`src/rtl/ioc_pkg.sv`:
```
package ioc_pkg;
    typedef enum logic [0:0] {
        ST_WATCH = 1'b0,
        ST_HELD  = 1'b1
    } ioc_state_e;
endpackage

```
`src/rtl/ioc_sync.sv`:
```
module ioc_sync #(
    parameter int WIDTH = 16
) (
    input  logic             clk,
    input  logic             rst_n,
    input  logic [WIDTH-1:0] d_async,
    output logic [WIDTH-1:0] q_sync
);
    logic [WIDTH-1:0] stage1;

    always_ff @(posedge clk or negedge rst_n) begin
        if (!rst_n) begin
            stage1 <= '0;
            q_sync <= '0;
        end else begin
            stage1 <= d_async;
            q_sync <= stage1;
        end
    end
endmodule

```
`src/rtl/ioc_port.sv`:
```
module ioc_port
    import ioc_pkg::*;
#(
    parameter int PORT_W = 8
) (
    input  logic              clk,
    input  logic              rst_n,
    input  logic [PORT_W-1:0] cur,
    input  logic [PORT_W-1:0] en,
    input  logic [PORT_W-1:0] mode,
    input  logic [PORT_W-1:0] ref_val,
    input  logic              clr,
    output logic [PORT_W-1:0] flags,
    output logic [PORT_W-1:0] cap,
    output logic              pending
);
    ioc_state_e        state, nxt;
    logic [PORT_W-1:0] prev;
    logic [PORT_W-1:0] hit;
    logic              fire;

    // previous-value reference follows the reported level every cycle
    always_ff @(posedge clk or negedge rst_n) begin
        if (!rst_n) prev <= '0;
        else        prev <= cur;
    end

    always_comb begin
        hit  = en & ((mode & (cur ^ ref_val)) | (~mode & (cur ^ prev)));
        fire = |hit;
    end

    // state register
    always_ff @(posedge clk or negedge rst_n) begin
        if (!rst_n) state <= ST_WATCH;
        else        state <= nxt;
    end

    // arm / release transitions
    always_comb begin
        nxt = state;
        unique case (state)
            ST_WATCH: if (fire) nxt = ST_HELD;
            ST_HELD:  if (clr)  nxt = ST_WATCH;
        endcase
    end

    // outputs: flags and snapshot
    always_ff @(posedge clk or negedge rst_n) begin
        if (!rst_n) begin
            flags <= '0;
            cap   <= '0;
        end else begin
            unique case (state)
                ST_WATCH: begin
                    if (fire) begin
                        flags <= hit;
                        cap   <= cur;
                    end
                end
                ST_HELD: begin
                    if (clr) flags <= '0;
                end
            endcase
        end
    end

    assign pending = (state == ST_HELD);


    held_flag_chk: assert property (@(posedge clk) disable iff (!rst_n)
        (state == ST_HELD) |-> (flags != '0));

    watch_clean_chk: assert property (@(posedge clk) disable iff (!rst_n)
        (state == ST_WATCH) |-> (flags == '0));

    snap_hold_chk: assert property (@(posedge clk) disable iff (!rst_n)
        (state == ST_HELD) |=> $stable(cap));

    release_chk: assert property (@(posedge clk) disable iff (!rst_n)
        (state == ST_HELD && clr) |=> (flags == '0 && !pending));
endmodule

```
`src/rtl/ioc_irq_drive.sv`:
```
module ioc_irq_drive #(
    parameter int NPORT = 2
) (
    input  logic [NPORT-1:0] pend,
    input  logic             mirror,
    input  logic             odrain,
    input  logic             actlvl,
    output logic [NPORT-1:0] oe,
    output logic [NPORT-1:0] lvl
);
    logic             any_pend;
    logic [NPORT-1:0] act;

    assign any_pend = |pend;

    for (genvar p = 0; p < NPORT; p++) begin : g_pin
        always_comb begin
            act[p] = mirror ? any_pend : pend[p];
            if (odrain) begin
                oe[p]  = act[p];
                lvl[p] = 1'b0;
            end else begin
                oe[p]  = 1'b1;
                lvl[p] = act[p] ? actlvl : ~actlvl;
            end
        end
    end
endmodule

```
`src/rtl/ioc_irq_ctrl.sv`:
```
module ioc_irq_ctrl #(
    parameter int PORT_W = 8
) (
    input  logic                  clk,
    input  logic                  rst_n,
    input  logic [2*PORT_W-1:0]   pin_raw,
    input  logic [2*PORT_W-1:0]   cfg_en,
    input  logic [2*PORT_W-1:0]   cfg_mode,
    input  logic [2*PORT_W-1:0]   cfg_ref,
    input  logic [2*PORT_W-1:0]   cfg_inv,
    input  logic                  cfg_mirror,
    input  logic                  cfg_odrain,
    input  logic                  cfg_actlvl,
    input  logic [1:0]            rd_cap,
    input  logic [1:0]            rd_dat,
    output logic [2*PORT_W-1:0]   port_view,
    output logic [2*PORT_W-1:0]   flags,
    output logic [2*PORT_W-1:0]   capture,
    output logic [1:0]            irq_oe,
    output logic [1:0]            irq_lvl
);
    localparam int NPORT = 2;
    localparam int TOT_W = NPORT * PORT_W;

    logic [TOT_W-1:0] pin_s;
    logic [NPORT-1:0] pend;

    ioc_sync #(.WIDTH(TOT_W)) u_sync (
        .clk     (clk),
        .rst_n   (rst_n),
        .d_async (pin_raw),
        .q_sync  (pin_s)
    );

    assign port_view = pin_s ^ cfg_inv;

    for (genvar p = 0; p < NPORT; p++) begin : g_port
        ioc_port #(.PORT_W(PORT_W)) u_port (
            .clk     (clk),
            .rst_n   (rst_n),
            .cur     (port_view[p*PORT_W +: PORT_W]),
            .en      (cfg_en[p*PORT_W +: PORT_W]),
            .mode    (cfg_mode[p*PORT_W +: PORT_W]),
            .ref_val (cfg_ref[p*PORT_W +: PORT_W]),
            .clr     (rd_cap[p] | rd_dat[p]),
            .flags   (flags[p*PORT_W +: PORT_W]),
            .cap     (capture[p*PORT_W +: PORT_W]),
            .pending (pend[p])
        );
    end

    ioc_irq_drive #(.NPORT(NPORT)) u_drive (
        .pend   (pend),
        .mirror (cfg_mirror),
        .odrain (cfg_odrain),
        .actlvl (cfg_actlvl),
        .oe     (irq_oe),
        .lvl    (irq_lvl)
    );


    mirror_pair_chk: assert property (@(posedge clk) disable iff (!rst_n)
        cfg_mirror |-> (irq_oe[0] == irq_oe[1] && irq_lvl[0] == irq_lvl[1]));

    driven_oe_chk: assert property (@(posedge clk) disable iff (!rst_n)
        !cfg_odrain |-> (irq_oe == 2'b11));

    odrain_low_chk: assert property (@(posedge clk) disable iff (!rst_n)
        cfg_odrain |-> (irq_lvl == 2'b00 && $countones(irq_oe) == $countones(pend & {2{!cfg_mirror}}) + (cfg_mirror && (pend != 0) ? 2 : 0)));
endmodule

```
`config.mk`:
```
export PLATFORM = sky130hd
export DESIGN_NAME = ioc_irq_ctrl
export DESIGN_NICKNAME = d
export VERILOG_FILES = /design/src/rtl/ioc_pkg.sv /design/src/rtl/ioc_sync.sv /design/src/rtl/ioc_port.sv /design/src/rtl/ioc_irq_drive.sv /design/src/rtl/ioc_irq_ctrl.sv
export SDC_FILE = /design/constraint.sdc
export NUM_CORES = 1
export LEC_CHECK = 0
export ABC_AREA = 1
export BUFFER_PORTS_ARGS = -buffer_cell sky130_fd_sc_hd__buf_2
export CAP_MARGIN = 40
export CORE_MARGIN = 3
export CORE_UTILIZATION = 50
export DETAILED_ROUTE_END_ITERATION = 6
export PLACE_DENSITY = 0.81
export SLEW_MARGIN = 40
export SYNTH_ARGS = -nofsm -noshare
export SYNTH_HDL_FRONTEND = slang
export SYNTH_SLANG_ARGS = --single-unit
```
`constraint.sdc`:
```
create_clock -name clk -period 1.6 [get_ports clk]
set_input_delay 0 -clock clk [delete_from_list [all_inputs] [get_ports clk]]
set_output_delay 0 -clock clk [all_outputs]
set_load 0.01 [all_outputs]
```
### Word-level counts from Yosys, hierarchy flattened

Index checks and enable logic that the tools add are counted.
Widths: inputs -> output; s select.

| operators by class | value |
|---|---|
| multiplexer cells | 20 |
| eq/ne operators | 4 |
| reduce and logical (&&, ||, !) cells | 7 |
| bitwise logic cells | 20 |

Operators by type and width:

| cell | count |
|---|---|
| $and 8x8->8 | 6 |
| $mux 8 | 4 |
| $pmux 8 s2 | 2 |
| $xor 8x8->8 | 4 |
| $not 8->8 | 2 |
| $or 8x8->8 | 2 |
| $reduce_or 8->1 | 2 |
| $xor 16x16->16 | 1 |
| $mux 1 | 12 |
| $ne 2x1->1 const B | 4 |
| $reduce_and 2->1 | 4 |
| $pmux 1 s2 | 2 |
| $not 1->1 | 3 |
| $or 1x1->1 | 2 |
| $reduce_or 2->1 | 1 |

| word-level totals | value |
|---|---|
| bits of input ports | 89 |
| logic and storage cells | 61 |
| output and inout bits | 52 |
| flip-flop bits (word level) | 82 |

### Logic depth before layout (Yosys ltp)

| logic depth | value |
|---|---|
| depth after elaboration | 8 |
| depth in mapped cells | 13 |

### Cells and area by module

From an unflattened synthesis, not the netlist that was laid out.

| unflattened totals | value |
|---|---|
| cells, all modules | 419 |
| area, all modules | 3,567.2 um^2 |

By module, submodules not included:

| module | area an instance (um^2) | instances | seq. area each (um^2) | cells an instance |
|---|---|---|---|---|
| ioc_port | 1,194.9 | 2 | 625.6 | 145 |
| ioc_sync | 800.8 | 1 | 800.8 | 32 |
| ioc_irq_ctrl | 312.8 | 1 | 0.0 | 82 |
| ioc_irq_drive | 63.8 | 1 | 0.0 | 15 |

### Worst setup path before layout

No wires, ideal clock.

| timing | value |
|---|---|
| kind | reg2reg |
| from | reg u_sync.q_sync[5] |
| to | reg g_port[0].u_port.cap[5] |
| stages on the path, launching flop included | 12 |
| setup time | 0.129 ns |
| path buffers | 1 |
| arrival time | 1.279 ns |
| slack | 0.192 ns |
| cell sequence | dfrtp_1 nand2_1 inv_1 nor2_2 nand2_1 nand3_1 nand2_1 nor2_2 nand2_2 nand2_4 buf_6 o21ai_0 |

| between the ends | value |
|---|---|
| longest elaborated chain between the ends | 7 |
| elaborated cells on any way between the ends | 9 |
| those cells by class | 7 x bitwise; 2 x reduce/logical |

Ends and longest elaborated chain:

| item | RTL line | RTL |
|---|---|---|
| start, declared | ioc_sync.sv:7 | `output logic [WIDTH-1:0] q_sync` |
| start signal, assigned | ioc_sync.sv:17 | `q_sync <= stage1;` |
| $xor 16x16->16 (*) | ioc_irq_ctrl.sv:35 | `assign port_view = pin_s ^ cfg_inv;` |
| named net port_view[5] | ioc_irq_ctrl.sv:16 | `output logic [2*PORT_W-1:0] port_view,` |
| $xor 8x8->8 | ioc_port.sv:29 | `hit = en & ((mode & (cur ^ ref_val)) \| (~mode & (cur ^ prev)));` |
| $and 8x8->8 | ioc_port.sv:29 |  |
| $or 8x8->8 | ioc_port.sv:29 |  |
| $and 8x8->8 | ioc_port.sv:29 |  |
| $reduce_or 8->1 | ioc_port.sv:30 | `fire = \|hit;` |
| $reduce_and 2->1 (no source line) | -- |  |
| end signal, assigned | ioc_port.sv:58 | `cap <= cur;` |
| end, declared | ioc_port.sv:14 | `output logic [PORT_W-1:0] cap,` |

Mark *: on every way through the listed nets, which the timed path passes. The rest lies on a longest branch.
A chain may end at the register's enable or synchronous reset.

### Final worst setup path

| timing | value |
|---|---|
| from | reg u_sync.q_sync[2] |
| to | reg g_port[0].u_port.flags[4] |

| between the ends | value |
|---|---|
| longest elaborated chain between the ends | 8 |
| elaborated cells on any way between the ends | 10 |
| those cells by class | 1 x eq/ne; 7 x bitwise; 2 x reduce/logical |

Ends and longest elaborated chain:

| item | RTL line | RTL |
|---|---|---|
| $xor 16x16->16 (*) | ioc_irq_ctrl.sv:35 |  |
| $xor 8x8->8 | ioc_port.sv:29 |  |
| $and 8x8->8 | ioc_port.sv:29 |  |
| $or 8x8->8 (*) | ioc_port.sv:29 |  |
| $and 8x8->8 (*) | ioc_port.sv:29 |  |
| $reduce_or 8->1 (*) | ioc_port.sv:30 |  |
| $ne 2x1->1 (no source line) (*) | -- |  |
| $reduce_and 2->1 (no source line) (*) | -- |  |
| end signal, assigned | ioc_port.sv:57 | `flags <= hit;` |
| end, declared | ioc_port.sv:13 | `output logic [PORT_W-1:0] flags,` |

Every way passes the cells marked *; elsewhere a longest branch is shown, timed or not.

==> metrics.cfg <==
[place]
gp_congestion=0.8220
placed_cell_area_um2=4674
dp_cells=747
dpl.hpwl_mm=7.101
io_buffers=140

[logic_synthesis]
synth_most_common_cell=nand2_1
yosysTopAreaCellShare_pct=53.25
synthesis.area_um2=3854
ys_seq_area_share_pct=53.25
ys_warn_count=0
synth_ff_type=dfrtp_1
synth.area.top_cells=dfrtp_1, nand2_1, inv_1
synth.largest_area_cell=dfrtp_1
syn_nets=597
synth-edff-count=0
synthArstFlopShare_pct=100.0
synth_commonest_cells=nand2_1, dfrtp_1, inv_1
synth.distinct_cells=20
synth_cells=508
synth_seq_cells=82
avgSynthCellArea_um2=7.586

[floorplanning]
coreArea_um2=7370
fp.dieH_um=93.79
die_x_um=93.79
boundaryPins=141
fp.dieArea_um2=8797
initial_utilization_pct=52.29
num_rows=31

[clock_network]
path_clk_slew_ns=0.08
cts_buffers=9
cts_tree=built
cts_buffer_depth=2
insertion_delay_ns=0.34
ctsRootBufferMaster=clkbuf_8
clkSinkCount=82
htreeDepth=3

[worst_setup_path]
critPathTopFamily=simple AND/OR/NAND/NOR gates
start_kind=flip-flop
crit_chain=inv_1 > nand2_1 > nand2_1 > nand2_1 > nand3_1 > nand2_1 > nor2_4 > nand2_4 > nand2_8 > nand3_1 > nand2_1
path_common_cell=nand2_1
worstPathArrival_ns=1.87
path_depth=11
crit_required_ns=1.88
regToRegEndpoint=g_port[0].u_port.flags[4]
path_class=reg -> reg
regToRegSetupSlack_ns=0.02
rr_worst_depth=11
critPathMaxStageDelay_ns=0.41
critical_path.endpoint_type=flip-flop
crit_buf_inv=1
critPathSlowestCell=dfrtp_1
crit_fanout=6
worstSetupStartpoint=u_sync.q_sync[2]
r2r-start=u_sync.q_sync[2]

[route]
antenna_left=0
routed_via_density=4.880
dr.pass1.iters=5
drc=0
vias=4021
wirelength_mm=10.86
post_drt_wl_per_cell_um=13.18
first_iter_violations=169

[timing]
worst_pin_slew_ns=0.5265
drv_slew=0
timing.hold.ws_ns=0.06286
fin_skew_ns=0.01094
slew_headroom_pct=64.90
finalSetupViolCount=0
timing.final.crit_share_pct=98.88
clock.fmax_ghz=0.6321
setup_tns_ns=0
hold_viol=0
grt_setup_unrepaired=true
min_period_ns=1.582

[grt]
gr-total-overflow=0
grt_util_met1_pct=28.62
grt_usage_pct=23.22
grt_pass1_wl_mm=16.06
use_met3_pct=3.766
grt_pass1_vias=3643
use_met2_pct=39.92
top_usage_layer=met2
grt_max_degree=37
antenna_found_initial=0

[hold_path]
holdPathEnd=g_port[0].u_port.flags[0]
hold_path_class=in -> reg
min_delay_path_depth=6
holdCritStartpoint=cfg_ref[0]

[pwr]
seq_power_share_pct=45.3
p_sw_share_pct=32.73
p_int_mw=3.752
p_switching_mw=1.825
p_leak_nw=3.286
irDropWorstVdd_mv=0.6077
powerDensity_nw_per_um2=990.3
clock_power_share_pct=26.9
comb_power_share_pct=27.8

[cells_and_area]
design_area_um2=5632
final_cells=824
nFillCells=530
area_growth_pct=46.14
fin_nets=808
layout-drive-gt1-share_pct=29.56

[run]
drv_cap=0

[outcome]
status=finished clean

## tightest hold or removal path: stages
cell     delay [ns]
buf_2          0.08
nand2_1        0.04
nand2_1        0.06
nand2_1        0.06
nand4_1        0.08
nand2_1        0.05
## stage by stage
| step | total power, mW | util [%] | setup WS (ns) |
|---|---|---|---|
| after floorplan | 3.229 | - | 0.1919 |
| after global placement | 3.752 | 63.43 | 0.1252 |
| after CTS | 5.411 | 72.87 | 0.01038 |
| after global routing | 5.894 | 76.38 | -0.04897 |
| after detailed placement | 3.808 | 63.43 | -0.01107 |
| final | 5.577 | 76.42 | 0.01786 |
## routing by layer
metal | routed length (µm) | vias up
met5 | 0 | -
met4 | 344 | 0
met3 | 711 | 32
met2 | 5472 | 157
met1 | 4329 | 1859
li1 | - | 1973
## flip-flops by register name, summed over array words and instances, names as in the netlist
register / cells
g_port.u_port.cap: 16
g_port.u_port.flags: 16
g_port.u_port.pending: 2
g_port.u_port.prev: 16
u_sync.q_sync: 16
u_sync.stage1: 16
## how the worst max path moves through the flow
stage / endpoint / slack (ns)
finish: g_port[0].u_port.flags[4] / 0.02
global route: g_port[1].u_port.flags[6] / -0.05
CTS: g_port[1].u_port.cap[5] / 0.01
detailed placement: g_port[1].u_port.cap[5] / -0.01
global placement: g_port[0].u_port.flags[4] / 0.13
floorplan: g_port[0].u_port.cap[5] / 0.19
## cells by family (layout without fill, tap and decap cells)
| logic type | after synthesis | count (layout) | share of synthesized area [%] |
|---|---|---|---|
| AOI/OAI and AO/OA | 24 | 24 | 3.442 |
| and+or+nand+nor | 317 | 322 | 33.77 |
| other | 0 | 1 | 0 |
| DFF | 82 | 82 | 53.25 |
| buffers and inverters | 82 | 293 | 8.863 |
| xor gates and xnor gates | 3 | 3 | 0.6819 |
## area by class of cell
cell class                      count  area (µm²)  share of cell area (%)
Tap cell                           99       123.9                   2.200
Antenna cell                        1       2.502                 0.04443
Multi-Input combinational cell    349        1679                   29.82
Timing Repair Buffer              199        1281                   22.75
Clock inverter                      4       51.30                  0.9109
Sequential cell                    82        2052                   36.44
Inverter                           78       296.5                   5.265
Clock buffer                       12       145.1                   2.577
## layout by cell type, fill, tap and decap left out, types with 10 or more instances in the layout
master         instances
nand3_1               23
buf_2                139
dlygate4sd3_1         49
nand4_1               13
clkbuf_8              10
buf_4                 10
nand2_2               16
dfrtp_1               82
nand2_1              237
inv_1                 70
## power groups by stage
stage	sequential, mW	clock [mW]	combinational (mW)
finish	2.53	1.50	1.55
global route	2.56	1.62	1.71
CTS	2.51	1.54	1.36
detailed placement	2.55	0	1.25
global placement	2.54	0	1.21
floorplan	2.62	0	0.606
## what timing repair did
action,4_1_cts,5_1_grt
pin swaps,0,24
gates resized for setup,1,50
endpoints found under the hold margin,134,0
gates cloned,0,5
endpoints found under the setup margin,9,33
setup buffers,0,6
hold buffers,49,0
No activity file was read; power rests on OpenSTA's default activity.
